`src/rtl/isp_pkg.sv`:
```
package isp_pkg;

    localparam int BYTE_W = 8;
    localparam int ADDR_W = 2 * BYTE_W;

    localparam logic [BYTE_W-1:0] OP_ENABLE = 8'hAC;
    localparam logic [BYTE_W-1:0] SYNC_BYTE = 8'h53;
    localparam logic [BYTE_W-1:0] OP_LD_LO  = 8'h40;
    localparam logic [BYTE_W-1:0] OP_LD_HI  = 8'h48;
    localparam logic [BYTE_W-1:0] OP_WR_PG  = 8'h4C;
    localparam logic [BYTE_W-1:0] OP_RD_LO  = 8'h20;
    localparam logic [BYTE_W-1:0] OP_RD_HI  = 8'h28;
    localparam logic [BYTE_W-1:0] OP_EE_RD  = 8'hA0;
    localparam logic [BYTE_W-1:0] OP_EE_WR  = 8'hC0;

    typedef enum logic [2:0] {
        K_LOAD_LO    = 3'd0,
        K_LOAD_HI    = 3'd1,
        K_WRITE_PAGE = 3'd2,
        K_READ_LO    = 3'd3,
        K_READ_HI    = 3'd4,
        K_EE_READ    = 3'd5,
        K_EE_WRITE   = 3'd6
    } req_kind_e;

    typedef enum logic [1:0] {
        POS_OPC = 2'd0,
        POS_AHI = 2'd1,
        POS_ALO = 2'd2,
        POS_DAT = 2'd3
    } frame_pos_e;

    typedef enum logic {
        RQ_IDLE = 1'b0,
        RQ_BUSY = 1'b1
    } req_state_e;

    typedef struct packed {
        logic      hit;
        logic      rd;
        req_kind_e kind;
    } op_dec_t;

    function automatic op_dec_t decode_op(input logic [BYTE_W-1:0] op);
        op_dec_t d;
        d = '{hit: 1'b1, rd: 1'b0, kind: K_LOAD_LO};
        case (op)
            OP_LD_LO: d.kind = K_LOAD_LO;
            OP_LD_HI: d.kind = K_LOAD_HI;
            OP_WR_PG: d.kind = K_WRITE_PAGE;
            OP_EE_WR: d.kind = K_EE_WRITE;
            OP_RD_LO: begin d.kind = K_READ_LO; d.rd = 1'b1; end
            OP_RD_HI: begin d.kind = K_READ_HI; d.rd = 1'b1; end
            OP_EE_RD: begin d.kind = K_EE_READ; d.rd = 1'b1; end
            default:  d.hit = 1'b0;
        endcase
        return d;
    endfunction

endpackage

```
`src/rtl/isp_pin_sync.sv`:
```
module isp_pin_sync #(
    parameter int STAGES = 2
) (
    input  logic clk,
    input  logic rst_n,
    input  logic sck_a,
    input  logic mosi_a,
    input  logic hold_a,
    output logic sck_rise,
    output logic sck_fall,
    output logic mosi_s,
    output logic hold_s
);
    localparam int NPIN = 3;

    logic [NPIN-1:0] pins_a;
    logic [NPIN-1:0] pins_s;
    logic            sck_prev;

    assign pins_a = {hold_a, mosi_a, sck_a};

    for (genvar g = 0; g < NPIN; g++) begin : g_pin
        logic [STAGES-1:0] chain;
        always_ff @(posedge clk or negedge rst_n) begin
            if (!rst_n) chain <= '0;
            else        chain <= {chain[STAGES-2:0], pins_a[g]};
        end
        assign pins_s[g] = chain[STAGES-1];
    end

    always_ff @(posedge clk or negedge rst_n) begin
        if (!rst_n) sck_prev <= 1'b0;
        else        sck_prev <= pins_s[0];
    end

    assign sck_rise = pins_s[0] & ~sck_prev;
    assign sck_fall = ~pins_s[0] & sck_prev;
    assign mosi_s   = pins_s[1];
    assign hold_s   = pins_s[2];

endmodule

```
`src/rtl/isp_shifter.sv`:
```
module isp_shifter #(
    parameter int W = 8
) (
    input  logic         clk,
    input  logic         rst_n,
    input  logic         clr,
    input  logic         rise,
    input  logic         fall,
    input  logic         din,
    input  logic         ld,
    input  logic [W-1:0] ld_val,
    output logic         done,
    output logic [W-1:0] rx_byte,
    output logic         dout
);
    localparam int CW = $clog2(W);

    logic [CW-1:0] cnt;
    logic [W-1:0]  rx_sh;
    logic [W-1:0]  tx_sh;

    assign rx_byte = {rx_sh[W-2:0], din};
    assign done    = rise && !clr && (cnt == CW'(W - 1));

    always_ff @(posedge clk or negedge rst_n) begin
        if (!rst_n) begin
            cnt   <= '0;
            rx_sh <= '0;
        end else if (clr) begin
            cnt   <= '0;
        end else if (rise) begin
            rx_sh <= rx_byte;
            cnt   <= done ? '0 : cnt + 1'b1;
        end
    end

    always_ff @(posedge clk or negedge rst_n) begin
        if (!rst_n) begin
            tx_sh <= '1;
            dout  <= 1'b1;
        end else if (clr) begin
            tx_sh <= '1;
            dout  <= 1'b1;
        end else if (fall) begin
            dout  <= tx_sh[W-1];
            tx_sh <= {tx_sh[W-2:0], 1'b1};
        end else if (ld) begin
            tx_sh <= ld_val;
        end
    end

endmodule

```
`src/rtl/isp_frame_ctrl.sv`:
```
module isp_frame_ctrl
    import isp_pkg::*;
(
    input  logic              clk,
    input  logic              rst_n,
    input  logic              hold,
    input  logic              done,
    input  logic [BYTE_W-1:0] rx_byte,
    input  logic              req_ack,
    input  logic [BYTE_W-1:0] rd_data,
    output logic              ld,
    output logic [BYTE_W-1:0] ld_val,
    output logic              req_valid,
    output req_kind_e         req_kind,
    output logic [ADDR_W-1:0] req_addr,
    output logic [BYTE_W-1:0] req_data,
    output logic              prog_en,
    output logic              echo_win
);
    frame_pos_e  pos_q, pos_d;
    req_state_e  rq_q, rq_d;
    logic [BYTE_W-1:0] op_q, ahi_q, alo_q;
    op_dec_t     dec;
    logic        issue_rd, issue_wr, pend_rd;

    assign dec      = decode_op(op_q);
    assign issue_rd = done && (pos_q == POS_ALO) && prog_en && dec.hit && dec.rd
                      && (rq_q == RQ_IDLE);
    assign issue_wr = done && (pos_q == POS_DAT) && prog_en && dec.hit && !dec.rd
                      && (rq_q == RQ_IDLE);
    assign pend_rd  = (req_kind == K_READ_LO) || (req_kind == K_READ_HI)
                      || (req_kind == K_EE_READ);

    // frame position and request state transitions
    always_comb begin
        pos_d = pos_q;
        if (hold) begin
            pos_d = POS_OPC;
        end else if (done) begin
            unique case (pos_q)
                POS_OPC: pos_d = POS_AHI;
                POS_AHI: pos_d = POS_ALO;
                POS_ALO: pos_d = POS_DAT;
                POS_DAT: pos_d = POS_OPC;
            endcase
        end
    end

    always_comb begin
        rq_d = rq_q;
        unique case (rq_q)
            RQ_IDLE: if (issue_rd || issue_wr) rq_d = RQ_BUSY;
            RQ_BUSY: if (req_ack)              rq_d = RQ_IDLE;
        endcase
    end

    always_ff @(posedge clk or negedge rst_n) begin
        if (!rst_n) begin
            pos_q <= POS_OPC;
            rq_q  <= RQ_IDLE;
        end else begin
            pos_q <= pos_d;
            rq_q  <= rq_d;
        end
    end

    // captured bytes, mode flags and request fields
    always_ff @(posedge clk or negedge rst_n) begin
        if (!rst_n) begin
            op_q     <= '0;
            ahi_q    <= '0;
            alo_q    <= '0;
            prog_en  <= 1'b0;
            echo_win <= 1'b0;
            req_kind <= K_LOAD_LO;
            req_addr <= '0;
            req_data <= '0;
        end else begin
            if (hold) begin
                prog_en  <= 1'b0;
                echo_win <= 1'b0;
            end else if (done) begin
                unique case (pos_q)
                    POS_OPC: begin
                        op_q     <= rx_byte;
                        echo_win <= (rx_byte == OP_ENABLE);
                    end
                    POS_AHI: ahi_q <= rx_byte;
                    POS_ALO: alo_q <= rx_byte;
                    POS_DAT: begin
                        echo_win <= 1'b0;
                        if (op_q == OP_ENABLE && ahi_q == SYNC_BYTE) prog_en <= 1'b1;
                    end
                endcase
            end
            if (issue_rd) begin
                req_kind <= dec.kind;
                req_addr <= {ahi_q, rx_byte};
                req_data <= '0;
            end else if (issue_wr) begin
                req_kind <= dec.kind;
                req_addr <= {ahi_q, alo_q};
                req_data <= rx_byte;
            end
        end
    end

    assign req_valid = (rq_q == RQ_BUSY);
    assign ld        = done || (req_valid && req_ack && pend_rd);
    assign ld_val    = done ? rx_byte : rd_data;

endmodule

```
`src/rtl/isp_cmd_rx.sv`:
```
module isp_cmd_rx
    import isp_pkg::*;
#(
    parameter int SYNC_STAGES = 2
) (
    input  logic              clk,
    input  logic              rst_n,
    input  logic              tgt_rst,
    input  logic              sck,
    input  logic              mosi,
    output logic              miso,
    output logic              miso_oe,
    output logic              req_valid,
    output logic [2:0]        req_kind,
    output logic [ADDR_W-1:0] req_addr,
    output logic [BYTE_W-1:0] req_data,
    input  logic              req_ack,
    input  logic [BYTE_W-1:0] rd_data
);
    logic              sck_rise, sck_fall, mosi_s, hold_s;
    logic              done, ld, prog_en, echo_win;
    logic [BYTE_W-1:0] rx_byte, ld_val;
    req_kind_e         kind_e;

    isp_pin_sync #(.STAGES(SYNC_STAGES)) u_sync (
        .clk      (clk),
        .rst_n    (rst_n),
        .sck_a    (sck),
        .mosi_a   (mosi),
        .hold_a   (tgt_rst),
        .sck_rise (sck_rise),
        .sck_fall (sck_fall),
        .mosi_s   (mosi_s),
        .hold_s   (hold_s)
    );

    isp_shifter #(.W(BYTE_W)) u_shift (
        .clk     (clk),
        .rst_n   (rst_n),
        .clr     (hold_s),
        .rise    (sck_rise),
        .fall    (sck_fall),
        .din     (mosi_s),
        .ld      (ld),
        .ld_val  (ld_val),
        .done    (done),
        .rx_byte (rx_byte),
        .dout    (miso)
    );

    isp_frame_ctrl u_ctrl (
        .clk       (clk),
        .rst_n     (rst_n),
        .hold      (hold_s),
        .done      (done),
        .rx_byte   (rx_byte),
        .req_ack   (req_ack),
        .rd_data   (rd_data),
        .ld        (ld),
        .ld_val    (ld_val),
        .req_valid (req_valid),
        .req_kind  (kind_e),
        .req_addr  (req_addr),
        .req_data  (req_data),
        .prog_en   (prog_en),
        .echo_win  (echo_win)
    );

    assign req_kind = kind_e;
    assign miso_oe  = prog_en | echo_win;

endmodule

```
`config.mk`:
```
export PLATFORM = sky130hd
export DESIGN_NAME = isp_cmd_rx
export DESIGN_NICKNAME = d
export VERILOG_FILES = /design/src/rtl/isp_pkg.sv /design/src/rtl/isp_pin_sync.sv /design/src/rtl/isp_shifter.sv /design/src/rtl/isp_frame_ctrl.sv /design/src/rtl/isp_cmd_rx.sv
export SDC_FILE = /design/constraint.sdc
export NUM_CORES = 1
export LEC_CHECK = 0
export BUFFER_PORTS_ARGS = -buffer_cell sky130_fd_sc_hd__buf_2
export CORE_UTILIZATION = 50
export CTS_CLUSTER_SIZE = 12
export DETAILED_ROUTE_END_ITERATION = 12
export HOLD_SLACK_MARGIN = 0.08
export PLACE_DENSITY = 0.7
export RECOVER_POWER = 50
export SLEW_MARGIN = 20
export SYNTH_ARGS = -nofsm -noshare
export SYNTH_HDL_FRONTEND = slang
export SYNTH_SLANG_ARGS = --single-unit
```
`constraint.sdc`:
```
create_clock -name clk -period 3.09 [get_ports clk]
set_clock_uncertainty 0.2 [all_clocks]
set_input_delay 0 -clock clk [delete_from_list [all_inputs] [get_ports clk]]
set_output_delay 0 -clock clk [all_outputs]
set_load 0.05 [all_outputs]
```
==> impl_metrics.json <==
{
  "status": "finished, violations left",
  "violations": "capacitance limit, slew limit",
  "synth_edf_count": 0,
  "post_drt_via_cell_ratio": 5.31,
  "finalCritPeriodShare": 0.873,
  "syn_area_um2": 3670,
  "clk_pin_slew_worst_paths_ns": 0.07,
  "cts_made_buffers": 9,
  "hold_buffers": 13,
  "fillerInstances": 566,
  "die_h_um": 87.7,
  "critical_path_peak_fanout": 15,
  "drive_gt1_frac": 0.297,
  "cp.arrival_ns": 2.72,
  "synth_flop_cell": "dfrtp_1",
  "setup_slack_ns": 0.393,
  "ys_seq_area_frac": 0.562,
  "routabilityCongestion": 0.846,
  "finalCriticalPeriod_ns": 2.70,
  "first_pass_iters": 5,
  "crit_path_end_kind": "flop",
  "pre_cts_ws_ns": 0.400,
  "ys_async_sr_fraction": 1.00,
  "worstMarginPinSlew_ns": 1.94,
  "syn_nets": 317,
  "p_per_area_nw_per_um2": 500,
  "yosys.area.top_type_share": 0.497,
  "rsz0062_at_grt": "false",
  "track_usage": 0.204,
  "first_global_vias": 2303,
  "num_vias": 2404,
  "cts_tree": "done",
  "design_area_um2": 4270,
  "drt-total-wl_mm": 7.17,
  "finalSetupViolations": 0,
  "yosysTopAreaCell": "dfrtp_1",
  "clk_latency_ns": 0.34,
  "relSlewSlack": -0.295,
  "antenna_found_initial": 0,
  "synthTopCellsByArea": "dfrtp_1 50%, mux2_2 10%, dfstp_2 6.4%",
  "die_w_um": 87.7,
  "grt_pass1_wl_mm": 11.6,
  "place_area_um2": 3950,
  "p_total_w": 0.00213,
  "routedWlPerCell_um": 15.8,
  "finalSetupTns_ns": 0,
  "max_freq_mhz": 371,
  "syn_area_per_cell_um2": 12.4,
  "clock_path_buffers": 2,
  "ys_warn_count": 0,
  "portBuffers": 43,
  "layout.nets": 372,
  "reg2regPathDepth": 7,
  "ant_nets": 0,
  "synth.ff_latch_count": 82,
  "grt_overflow": 0,
  "htreeDepth": 3,
  "final_util": 0.614,
  "hpwl_mm": 4.73,
  "rows": 30,
  "drc_errors": 0,
  "grt_max_degree": 83,
  "postCtsSetupBuffers": 0,
  "critPathKind": "flop to flop",
  "cts_root_buf": "clkbuf_8",
  "dieArea_um2": 7690,
  "drv_cap": 1,
  "cts.repair.resized": 0,
  "holdPathStages": 2,
  "initial_core_util": 0.529,
  "layout_commonest_cell": "dfrtp_1",
  "coreArea_um2": 6940,
  "area.growth.synth_to_final_pct": 16.2,
  "clkSinkCount": 82,
  "ios": 44,
  "worstPathRequired_ns": 3.11,
  "slew_viol_final": 83,
  "antennaDiodeCount": 0,
  "synth_cells": 297,
  "hp-class": "primary input to flop",
  "power_leakage_nw": 2.06,
  "ir_worst_vdd_mv": 0.317,
  "drt_iter0_drc": 120,
  "synth_cell_types": 47,
  "setup.worst_path.start_class": "flop",
  "finalHoldViolCount": 0,
  "layout_common_cells": "73 x dfrtp_1, 34 x buf_2, 33 x mux2_2"
}
area by class of cell:
| cell class | count | area (µm²) | share of cell area |
|---|---|---|---|
| inverter | 12 | 45.0 | 0.0106 |
| sequential | 82 | 2060 | 0.484 |
| timing repair buffer | 60 | 365 | 0.0856 |
| clock inverter | 2 | 35.0 | 0.00821 |
| tap | 96 | 120 | 0.0282 |
| multi-input combinational | 187 | 1480 | 0.346 |
| clock buffer | 14 | 163 | 0.0381 |
per-layer routing:
| metal | track usage | vias up | part of all wire |
|---|---|---|---|
| li1 | - | 1164 | - |
| met5 | 0 | - | 0 |
| met2 | 0.323 | 47 | 0.47 |
| met1 | 0.278 | 1187 | 0.49 |
| met4 | 0.0984 | 0 | 0.011 |
| met3 | 0.0302 | 6 | 0.028 |
sequential cells by signal (all words and copies together), names as in the netlist, 3 cells and up:
name	count
u_sync.g_pin.chain	6
u_ctrl.alo_q	8
u_ctrl.req_addr	16
u_shift.rx_sh	7
u_shift.tx_sh	8
u_ctrl.op_q	8
u_ctrl.req_kind	3
u_ctrl.ahi_q	8
u_shift.cnt	3
u_ctrl.req_data	8
kinds of logic after synthesis:
logic type                 share of synthesized area
and+or+nand+nor                                0.118
AOI/OAI and AO/OA                             0.0733
muxes                                          0.190
adders and majority gates                     0.0204
DFF                                            0.562
buffers and inverters                         0.0365
worst max-delay path, stage by stage (launching register included):
cell      delay, ns
dfrtp_1        0.37
ha_1           0.16
ha_1           0.19
and4bb_2       0.52
nand2_4        0.18
or3_1          0.34
a21o_1         0.31
mux2_2         0.31
final timing paths:
| kind | startpoint | end | slack [ns] |
|---|---|---|---|
| setup / recovery | u_shift.cnt[0] | u_ctrl.req_kind[1] | 0.39 |
| min in group asynchronous | rst_n | u_ctrl.req_data[5] | 0.54 |
| max in group asynchronous | rst_n | u_ctrl.ahi_q[7] | 1.00 |
| hold / removal | mosi | u_sync.g_pin[1].chain[0] | 0.1 |
| hold reg to reg | u_sync.g_pin[0].chain[0] | u_sync.g_pin[0].chain[1] | 0.15 |
| setup reg to reg | u_shift.cnt[0] | u_ctrl.req_kind[1] | 0.39 |
per-stage QoR:
step                cells  hold WS (ns)
global placement      424       -0.0915
detailed placement    424       -0.0903
global route          453        0.0888
finish                453        0.0961
floorplan             297        -0.496
CTS                   453        0.0817
cells in the mapped netlist, types with 2 or more instances:
| cell type | instances |
|---|---|
| dfrtp_1 | 73 |
| mux2_2 | 33 |
| mux2i_1 | 22 |
| nand2_1 | 20 |
| nor2_1 | 19 |
| inv_1 | 12 |
| dfstp_2 | 9 |
| o21ai_0 | 9 |
| nand2b_1 | 8 |
| a21oi_1 | 7 |
| clkbuf_1 | 7 |
| mux2_4 | 7 |
| a222oi_1 | 6 |
| ha_1 | 6 |
| o21ai_1 | 6 |
| buf_2 | 4 |
| nor2b_1 | 4 |
| nor3_1 | 4 |
| nor3b_1 | 4 |
| a31oi_1 | 3 |
| a22o_1 | 2 |
| buf_4 | 2 |
| buf_6 | 2 |
| nand3_1 | 2 |
| nand4_1 | 2 |
| nor4_1 | 2 |
| nor4b_1 | 2 |
power breakdown:
group	internal [W]	leakage, nW	switching (W)
combinational	0.0000623	0.877	0.0000474
sequential	0.00112	1.09	0.000135
clock	0.000418	0.101	0.000355
Note: power is estimated with default switching activity, not from simulation.
